--- src/rtl/rle_pkg.sv ---
// Package: shared types of the run-length encoder.
// Assumes: nothing beyond the encoder's own modules uses these.
package rle_pkg;

    // Output serializer phase: idle, count byte on the port, symbol byte on the port.
    typedef enum logic [1:0] {
        PH_IDLE = 2'd0,
        PH_CNT  = 2'd1,
        PH_SYM  = 2'd2
    } emit_phase_e;

endpackage

--- src/rtl/rle_run_track.sv ---
// Module: rle_run_track
// Tracks the open run (symbol, length) and decides when a (count, symbol)
// pair must be handed to the output serializer: on a symbol change, on a
// count that would pass its maximum, and on the stream's last symbol.
// Assumes: acc_i is only raised when the serializer is free and no final
// flush is pending (the top derives in_ready from busy_o and emit_free_i).
module rle_run_track #(
    parameter int BYTE_W = 8
) (
    input  logic              clk,
    input  logic              rst_n,
    input  logic              acc_i,
    input  logic [BYTE_W-1:0] sym_i,
    input  logic              last_i,
    input  logic              emit_free_i,
    output logic              push_o,
    output logic [BYTE_W-1:0] pcnt_o,
    output logic [BYTE_W-1:0] psym_o,
    output logic              plast_o,
    output logic              busy_o,
    output logic              open_o
);

    localparam logic [BYTE_W-1:0] CNT_MAX = {BYTE_W{1'b1}};
    localparam logic [BYTE_W-1:0] CNT_ONE = BYTE_W'(1);

    logic [BYTE_W-1:0] sym_q;
    logic [BYTE_W-1:0] cnt_q;
    logic              open_q;
    logic              flush_q;

    logic extend;
    logic brk;
    logic flush;
    logic fin;

    // Classify the accepted symbol against the open run.
    always_comb begin
        extend = open_q && (sym_i == sym_q) && (cnt_q != CNT_MAX);
        brk    = acc_i && open_q && !extend;
        flush  = flush_q && emit_free_i;
        fin    = acc_i && last_i && !brk;
    end

    // Select the pair handed to the serializer this cycle.
    always_comb begin
        push_o  = flush || brk || fin;
        plast_o = flush || fin;
        psym_o  = (flush || brk) ? sym_q : sym_i;
        if (flush || brk)
            pcnt_o = cnt_q;
        else if (open_q)
            pcnt_o = cnt_q + 1'b1;
        else
            pcnt_o = CNT_ONE;
    end

    // Update the open run and the pending final flush.
    always_ff @(posedge clk) begin
        if (!rst_n) begin
            sym_q   <= '0;
            cnt_q   <= '0;
            open_q  <= 1'b0;
            flush_q <= 1'b0;
        end else if (flush) begin
            open_q  <= 1'b0;
            flush_q <= 1'b0;
        end else if (acc_i) begin
            if (fin) begin
                open_q <= 1'b0;
            end else if (brk || !open_q) begin
                sym_q   <= sym_i;
                cnt_q   <= CNT_ONE;
                open_q  <= 1'b1;
                flush_q <= last_i;
            end else begin
                cnt_q <= cnt_q + 1'b1;
            end
        end
    end

    assign busy_o = flush_q;
    assign open_o = open_q;

    // An open run never carries a zero length.
    assert_run_nonzero_R2: assert property (@(posedge clk) disable iff (!rst_n)
        open_q |-> (cnt_q != '0));

    // No symbol is taken while the final pair still waits.
    assert_flush_blocks_R7: assert property (@(posedge clk) disable iff (!rst_n)
        flush_q |-> !acc_i);

    // A full run met by its own symbol is closed with the maximum count.
    assert_split_full_R5: assert property (@(posedge clk) disable iff (!rst_n)
        (acc_i && open_q && sym_i == sym_q && cnt_q == CNT_MAX)
            |-> (push_o && pcnt_o == CNT_MAX));

    // A pending flush is always followed by an idle run.
    assert_flush_closes_R1: assert property (@(posedge clk) disable iff (!rst_n)
        (flush_q && emit_free_i) |=> (!open_q && !flush_q));

endmodule

--- src/rtl/rle_pair_emit.sv ---
// Module: rle_pair_emit
// Holds one (count, symbol) pair and sends it as two output beats, count
// first. It can take a new pair in the cycle its symbol beat leaves.
// Assumes: push_i is only raised while free_o is high.
module rle_pair_emit
    import rle_pkg::*;
#(
    parameter int BYTE_W = 8
) (
    input  logic              clk,
    input  logic              rst_n,
    input  logic              push_i,
    input  logic [BYTE_W-1:0] cnt_i,
    input  logic [BYTE_W-1:0] sym_i,
    input  logic              last_i,
    input  logic              out_ready_i,
    output logic              out_valid_o,
    output logic [BYTE_W-1:0] out_byte_o,
    output logic              out_last_o,
    output logic              free_o,
    output logic              beat_o
);

    emit_phase_e       phase_q;
    logic [BYTE_W-1:0] cnt_q;
    logic [BYTE_W-1:0] sym_q;
    logic              last_q;

    // Drive the output beat from the current phase.
    always_comb begin
        out_valid_o = (phase_q != PH_IDLE);
        out_byte_o  = (phase_q == PH_CNT) ? cnt_q : sym_q;
        out_last_o  = (phase_q == PH_SYM) && last_q;
        beat_o      = out_valid_o && out_ready_i;
        free_o      = (phase_q == PH_IDLE) || ((phase_q == PH_SYM) && out_ready_i);
    end

    // Load a pair or step through its two beats.
    always_ff @(posedge clk) begin
        if (!rst_n) begin
            phase_q <= PH_IDLE;
            cnt_q   <= '0;
            sym_q   <= '0;
            last_q  <= 1'b0;
        end else if (push_i) begin
            phase_q <= PH_CNT;
            cnt_q   <= cnt_i;
            sym_q   <= sym_i;
            last_q  <= last_i;
        end else if (out_ready_i) begin
            case (phase_q)
                PH_CNT:  phase_q <= PH_SYM;
                PH_SYM:  phase_q <= PH_IDLE;
                default: phase_q <= PH_IDLE;
            endcase
        end
    end

    // A pair is never loaded over one still being sent.
    assert_push_free_R7: assert property (@(posedge clk) disable iff (!rst_n)
        push_i |-> free_o);

    // A stalled beat holds its value and marker.
    assert_hold_stall_R7: assert property (@(posedge clk) disable iff (!rst_n)
        (out_valid_o && !out_ready_i)
            |=> (out_valid_o && $stable(out_byte_o) && $stable(out_last_o)));

    // A count beat that leaves is followed by a symbol beat.
    assert_count_then_sym_R3: assert property (@(posedge clk) disable iff (!rst_n)
        (phase_q == PH_CNT && out_ready_i) |=> (out_valid_o && phase_q == PH_SYM));

    // The count beat never carries zero.
    assert_count_nonzero_R2: assert property (@(posedge clk) disable iff (!rst_n)
        (phase_q == PH_CNT) |-> (out_byte_o != '0));

endmodule

--- src/rtl/rle_byte_tally.sv ---
// Module: rle_byte_tally
// Counts transferred output bytes of the current stream; a clear wins
// over a beat in the same cycle because that beat closes the old stream.
// Assumes: the counter is wide enough for the longest stream.
module rle_byte_tally #(
    parameter int TOT_W = 32
) (
    input  logic             clk,
    input  logic             rst_n,
    input  logic             clear_i,
    input  logic             beat_i,
    output logic [TOT_W-1:0] total_o
);

    logic [TOT_W-1:0] total_q;

    // Clear on a new stream, else step on each transferred byte.
    always_ff @(posedge clk) begin
        if (!rst_n)
            total_q <= '0;
        else if (clear_i)
            total_q <= '0;
        else if (beat_i)
            total_q <= total_q + 1'b1;
    end

    assign total_o = total_q;

    // A new stream starts from zero.
    assert_clear_zero_R9: assert property (@(posedge clk) disable iff (!rst_n)
        clear_i |=> (total_o == '0));

    // Without a byte or a clear the tally does not move.
    assert_idle_stable_R8: assert property (@(posedge clk) disable iff (!rst_n)
        (!clear_i && !beat_i) |=> $stable(total_o));

endmodule

--- src/rtl/rle_stream_enc.sv ---
// Module: rle_stream_enc (top)
// Streaming run-length encoder: symbols in, (count, symbol) byte pairs out,
// with a per-stream tally of output bytes.
// Assumes: in_sym and in_last are stable while in_valid waits for in_ready.
module rle_stream_enc #(
    parameter int BYTE_W = 8,
    parameter int TOT_W  = 32
) (
    input  logic              clk,
    input  logic              rst_n,
    input  logic              in_valid,
    output logic              in_ready,
    input  logic [BYTE_W-1:0] in_sym,
    input  logic              in_last,
    output logic              out_valid,
    input  logic              out_ready,
    output logic [BYTE_W-1:0] out_byte,
    output logic              out_last,
    output logic [TOT_W-1:0]  out_total
);

    logic              acc;
    logic              push;
    logic [BYTE_W-1:0] pcnt;
    logic [BYTE_W-1:0] psym;
    logic              plast;
    logic              busy;
    logic              run_open;
    logic              emit_free;
    logic              beat;
    logic              clear;

    // Accept a symbol only when any pair it may close has room.
    always_comb begin
        in_ready = !busy && emit_free;
        acc      = in_valid && in_ready;
        clear    = acc && !run_open;
    end

    rle_run_track #(.BYTE_W(BYTE_W)) run_i (
        .clk         (clk),
        .rst_n       (rst_n),
        .acc_i       (acc),
        .sym_i       (in_sym),
        .last_i      (in_last),
        .emit_free_i (emit_free),
        .push_o      (push),
        .pcnt_o      (pcnt),
        .psym_o      (psym),
        .plast_o     (plast),
        .busy_o      (busy),
        .open_o      (run_open)
    );

    rle_pair_emit #(.BYTE_W(BYTE_W)) emit_i (
        .clk         (clk),
        .rst_n       (rst_n),
        .push_i      (push),
        .cnt_i       (pcnt),
        .sym_i       (psym),
        .last_i      (plast),
        .out_ready_i (out_ready),
        .out_valid_o (out_valid),
        .out_byte_o  (out_byte),
        .out_last_o  (out_last),
        .free_o      (emit_free),
        .beat_o      (beat)
    );

    rle_byte_tally #(.TOT_W(TOT_W)) tally_i (
        .clk     (clk),
        .rst_n   (rst_n),
        .clear_i (clear),
        .beat_i  (beat),
        .total_o (out_total)
    );

    // Nothing comes out right after reset.
    assert_reset_idle_R10: assert property (@(posedge clk)
        !rst_n |=> (!out_valid && out_total == '0));

endmodule

--- config.mk ---
export PLATFORM = sky130hd
export DESIGN_NAME = rle_stream_enc
export DESIGN_NICKNAME = d
export VERILOG_FILES = /design/src/rtl/rle_pkg.sv /design/src/rtl/rle_run_track.sv /design/src/rtl/rle_pair_emit.sv /design/src/rtl/rle_byte_tally.sv /design/src/rtl/rle_stream_enc.sv
export SDC_FILE = /design/constraint.sdc
export NUM_CORES = 1
export LEC_CHECK = 0
export BUFFER_PORTS_ARGS = -buffer_cell sky130_fd_sc_hd__clkbuf_2
export CORE_MARGIN = 2
export CORE_UTILIZATION = 45
export CTS_CLUSTER_SIZE = 25
export DETAILED_ROUTE_END_ITERATION = 10
export GPL_ROUTABILITY_DRIVEN = 0
export PLACE_DENSITY = 0.66
export SLEW_MARGIN = 5
export SYNTH_ARGS = -nofsm -noshare
export SYNTH_HDL_FRONTEND = slang
export SYNTH_SLANG_ARGS = --single-unit
--- constraint.sdc ---
create_clock -name clk -period 3 [get_ports clk]
set_input_delay 0.6 -clock clk [delete_from_list [all_inputs] [get_ports clk]]
set_output_delay 0.6 -clock clk [all_outputs]
set_load 0.01 [all_outputs]
== After elaboration in Yosys (flattened, before gate mapping) ==
Index checks and enable logic that the tools add are counted.
Word-level totals
  memory bits (writable): 0
  bits in latches: 0
  register bits: 69
  memories kept: 0
  bits in read-only memories: 0
  output and inout port bits: 43
  input bits: 13
Cells by class
  shift-type cells: 0
  reduce and logical (&&, ||, !) cells: 33
  multipliers: 0
  bitwise logic cells: 3
  eq/ne operators: 4
  $add $sub $neg: 2
  $lt $le $gt $ge: 0
  div/mod/pow operators: 0
  multiplexer cells: 10
Operator list (number)
  8-bit two-way mux: 5
  32-bit by 1-bit adder with 32-bit output (second input constant): 1
  1-bit logical AND: 13
  8-bit by 1-bit adder with 8-bit output (second input constant): 1
  8-bit equality test: 1
  8-bit inequality test (second input constant): 1
  3-bit AND reduction: 2
  2-bit nonzero test: 3
  2-bit OR reduction: 3
  1-bit logical OR: 5
  1-bit logical NOT: 4
  1-bit two-way mux: 4
  4-bit AND reduction: 1
  1-bit NOT: 3
  2-bit by 1-bit equality test with 1-bit output (second input constant): 1
  2-bit equality test (second input constant): 1
  2-bit logical NOT: 1
  2-bit two-way mux: 1
  2-bit AND reduction: 1

== Depth between registers and ports, before layout ==
  depth in word-level cells: 11
  mapped depth: 9
  mapped depth without buffers: 6

== Cells and area by module ==
Synthesis repeated with hierarchy kept, for this count alone.
Unflattened totals
  cell total of the unflattened synthesis: 441
  area total of the unflattened synthesis: 3891.2 um^2
By module, submodules not included
  rle_byte_tally: area an instance 1552.7 um^2, sequential area each 640.6 um^2, times used 1, cells an instance 178
  rle_run_track: area an instance 1406.3 um^2, sequential area each 360.3 um^2, times used 1, cells an instance 184
  rle_pair_emit: area an instance 900.9 um^2, sequential area each 380.4 um^2, times used 1, cells an instance 76
  rle_stream_enc: area an instance 31.3 um^2, sequential area each 0.0 um^2, times used 1, cells an instance 3

== Worst setup path before layout ==
No wires, ideal clock.
  kind: input port to flip-flop
  start: input in_sym[7]
  end: register run_i.cnt_q[4]
  data arrival time: 2.230 ns
  required time: 2.913 ns
  library setup time: 0.087 ns
  cell stages on the path: 6
  buffers on the path: 1
  path slack: 0.683 ns
  cells stage by stage: xor2_1 > nor4_4 > nand3_4 > or4_1 > buf_2 > o31ai_1
Between the ends
  longest elaborated chain between the ends: 9
  elaborated cells between the ends (all ways): 11
  those cells by class: 1 x eq/ne; 1 x mux; 1 x bitwise; 8 x reduce/logical
Ends and longest elaborated chain
  from (decl): line rle_stream_enc.sv:13  | input logic [BYTE_W-1:0] in_sym,
  8-bit equality test (*): line rle_run_track.sv:39  | extend = open_q && (sym_i == sym_q) && (cnt_q != CNT_MAX);
  1-bit logical AND (*) (2 in a row): line rle_run_track.sv:39
  1-bit logical NOT (*): line rle_run_track.sv:40  | brk = acc_i && open_q && !extend;
  1-bit logical AND (*): line rle_run_track.sv:40
  1-bit logical NOT: line rle_run_track.sv:42  | fin = acc_i && last_i && !brk;
  1-bit logical AND: line rle_run_track.sv:42
  1-bit NOT (no line)
  3-bit AND reduction (no line)
  to (signal assigned): line rle_run_track.sv:77  | cnt_q <= cnt_q + 1'b1;
  to (decl): line rle_run_track.sv:28  | logic [BYTE_W-1:0] cnt_q;
Mark *: on every way between the ends. The rest lies on a longest branch, timed or not.
A chain may end at the register's enable or synchronous reset.

== Final worst setup path ==
  start: register run_i.cnt_q[0]
  end: register run_i.sym_q[5]
Between the ends
  longest elaborated chain between the ends: 8
  elaborated cells between the ends (all ways): 9
  those cells by class: 1 x eq/ne; 1 x bitwise; 7 x reduce/logical
Ends and longest elaborated chain
  8-bit inequality test (*): line rle_run_track.sv:39
  1-bit logical AND (*): line rle_run_track.sv:39
  1-bit logical NOT (*): line rle_run_track.sv:40
  1-bit logical AND (*): line rle_run_track.sv:40
  1-bit logical NOT: line rle_run_track.sv:42
  1-bit logical AND: line rle_run_track.sv:42
  1-bit NOT (no line)
  4-bit AND reduction (no line) (*)
  to (signal assigned): line rle_run_track.sv:72  | sym_q <= sym_i;
  to (decl): line rle_run_track.sv:27  | logic [BYTE_W-1:0] sym_q;
Marks and branches as above.

==> results.py <==
metrics = {
    "grt": {
        "grtUsageMet2_pct": 35.9,
        "grt_pass1_vias": 3199,
        "grt-busiest-layer": "met2",
        "grt_pass1_wl_mm": 15.5,
        "use_met1_pct": 28.5,
        "grt_remaining_overflow": 0,
        "grtUsageTotal_pct": 22.0,
        "antenna_found_initial": 0,
        "use_met3_pct": 5.32,
        "grt_max_degree": 25,
    },
    "power_and_ir_drop": {
        "p_seq_share_pct": 47.3,
        "power.net_switching_uw": 585,
        "p_sw_share_pct": 27.9,
        "intPower_mw": 1.51,
        "p_clk_share_pct": 37.6,
        "pwr-share-comb_pct": 15.1,
        "irDropWorstVdd_mv": 0.264,
        "power.density_mw_per_mm2": 496,
        "p_leak_nw": 1.51,
    },
    "timing": {
        "clock.fmax_ghz": 0.413,
        "slew_headroom_pct": 48.7,
        "final-max-slew-violation-count": 0,
        "rsz0062_at_grt": "no",
        "min_period_ns": 2.42,
        "min_period_over_period_pct": 80.7,
        "worst_slack_ns": 0.579,
        "hold_slack_ns": 0.501,
        "hold_viol_final": 0,
        "worst-slew-pin-transition_ns": 0.759,
        "setup_viol": 0,
        "skew_ns": 0.0119,
        "final.setup.tns_ns": 0,
    },
    "clock_tree": {
        "clockBufferDepth": 2,
        "cts-resized-gates": 0,
        "clk_latency_ns": 0.35,
        "root_buffer": "clkbuf_8",
        "cts.sinks": 69,
        "holdBufCountCts": 0,
        "cts_buffers": 9,
        "cts_tree": "done",
        "post_cts_buffers": 0,
        "htree_levels": 3,
        "path_clk_slew_ns": 0.08,
    },
    "synth": {
        "synth_most_common_cell": "dfxtp_1",
        "syn-instance-count": 427,
        "syn-num-nets": 442,
        "synth_area_leaders": "dfxtp_1 (38%), a21oi_1 (4.7%), xnor2_1 (4.4%)",
        "netlist_top_cells_count": "dfxtp_1 (69), nor2_1 (36), a21oi_1 (34)",
        "dominantRegCellSynth": "dfxtp_1",
        "postSynthAreaPerCell_um2": 8.43,
        "synth_seq_cells": 69,
        "synth_top_cell_area_share_pct": 38.4,
        "synth_edf_count": 0,
        "async_reset_ff_share_pct": 0,
        "mappedNetlistArea_mm2": 0.00360,
        "yosysTopAreaCell": "dfxtp_1",
        "ys_seq_area_share_pct": 38.4,
        "yosys.cell_types.count": 53,
        "ys_warn_count": 0,
    },
    "routing": {
        "drc": 0,
        "firstDrtPassIters": 4,
        "detail_route.vias_per_cell": 5.86,
        "post_drt_wl_per_cell_um": 15.8,
        "first_iter_violations": 180,
        "dr_total_vias": 3453,
        "ant_nets": 0,
        "finalWirelength_mm": 9.28,
    },
    "run_status": {
        "status": "complete, no violations",
    },
    "min_path": {
        "hold_depth": 2,
        "hp-start": "run_i.busy_o",
        "worstHoldPathType": "reg2reg",
        "min_to": "run_i.busy_o",
    },
    "floorplanning": {
        "io_pins": 56,
        "die_x_um": 93.4,
        "start_util_pct": 46.6,
        "placementRows": 32,
        "fp.dieH_um": 93.4,
        "core_mm2": 0.00773,
        "dieArea_mm2": 0.00873,
    },
    "finish": {
        "fin_nets": 497,
        "layout-drive-gt1-share_pct": 21.4,
        "syn_to_final_growth_pct": 17.5,
        "antennaDiodeCount": 0,
        "instances_no_fill": 589,
    },
    "placed_design": {
        "place_hpwl_mm": 6.65,
        "numPortBuffers": 55,
        "dp_cells": 573,
        "pre_cts_ws_ns": 0.542,
    },
    "critical_path": {
        "cp_max_fo": 9,
        "required_ns": 3.28,
        "rr_endpoint": "run_i.sym_q[5]",
        "crit-reg2reg-launch": "run_i.cnt_q[0]",
        "worstSetupEndpointType": "register",
        "start_kind": "register",
        "reg2reg_depth": 6,
        "crit_type": "reg2reg",
        "reg2reg_slack_ns": 0.58,
        "critPathArrivalTime_ns": 2.70,
        "startpoint": "run_i.cnt_q[0]",
    },
    "run": {
        "cap_violations": 0,
    },
}
-- power by group through the flow --
| stage | combinational (mW) | clock, mW | sequential [mW] |
|---|---|---|---|
| after floorplan | 0.219 | 0 | 0.998 |
| after global placement | 0.312 | 0 | 1.01 |
| after detailed placement | 0.314 | 0 | 1.01 |
| after CTS | 0.315 | 0.810 | 0.991 |
| after global routing | 0.347 | 0.856 | 0.997 |
| final | 0.317 | 0.788 | 0.991 |
-- per-layer routing --
layer / share of wire, % / vias up / wire length, µm
met4: 1.3 / 0 / 120
met1: 46 / 1605 / 4230
met5: 0 / - / 0
met2: 47 / 131 / 4410
li1: - / 1706 / -
met3: 5.7 / 11 / 529
-- through the flow --
step	cell area, µm²	total power [mW]	utilization [%]
floorplan	3600	1.22	-
global placement	4020	1.32	52.0
detailed placement	4020	1.33	52.0
CTS	4230	2.12	54.7
global route	4230	2.20	54.7
finish	4230	2.10	54.7
-- critical path: stages, from the launching register on --
cell and delay, ns:
dfxtp_1 0.45, ha_1 0.25, nand3_1 0.24, nand2b_1 0.39, a41oi_1 0.71, nand3_1 0.15
a21oi_1 0.17
-- flip-flops by register name (all words and copies together), names as in the netlist --
signal and cells:
emit_i.last_q 1, run_i.busy_o 1, tally_i.total_o 32, run_i.cnt_q 8, run_i.open_o 1, emit_i.cnt_q 8
run_i.sym_q 8, emit_i.phase_q 2, emit_i.sym_q 8
-- layout by cell type (no fill, tap or decap), drive strengths merged, types with 11 or more instances in the layout --
| cell | n |
|---|---|
| nand4 | 12 |
| a311oi | 13 |
| xnor2 | 18 |
| a21oi | 34 |
| nor2 | 36 |
| dfxtp | 69 |
| buf | 16 |
| o21ai | 27 |
| inv | 11 |
| nand3 | 32 |
| nor4 | 16 |
| clkbuf | 66 |
| xor2 | 14 |
| nand2 | 23 |
-- kinds of logic after synthesis --
group	after synthesis	synth area share [%]
compound gates	118	22.2
xor+xnor	32	7.79
fa+ha+maj	2	0.695
buf+inv	39	4.17
flops	69	38.4
mux	9	2.78
simple gates	158	24.0
-- worst max path at each step --
stage / slack, ns / endpoint
floorplan: 0.68 / run_i.cnt_q[4]
global placement: 0.57 / run_i.cnt_q[4]
detailed placement: 0.54 / run_i.cnt_q[4]
CTS: 0.60 / run_i.sym_q[5]
global route: 0.35 / run_i.sym_q[3]
finish: 0.58 / run_i.sym_q[5]
-- cell type report --
| type | count | area, µm² |
|---|---|---|
| Multi-Input combinational cell | 319 | 2070 |
| Tap cell | 102 | 128 |
| Clock inverter | 5 | 58.8 |
| Clock buffer | 11 | 151 |
| Timing Repair Buffer | 71 | 395 |
| Fill cell | 720 | 3500 |
| Inverter | 12 | 45.0 |
| Sequential cell | 69 | 1380 |
(Power assumes the default switching activity.)
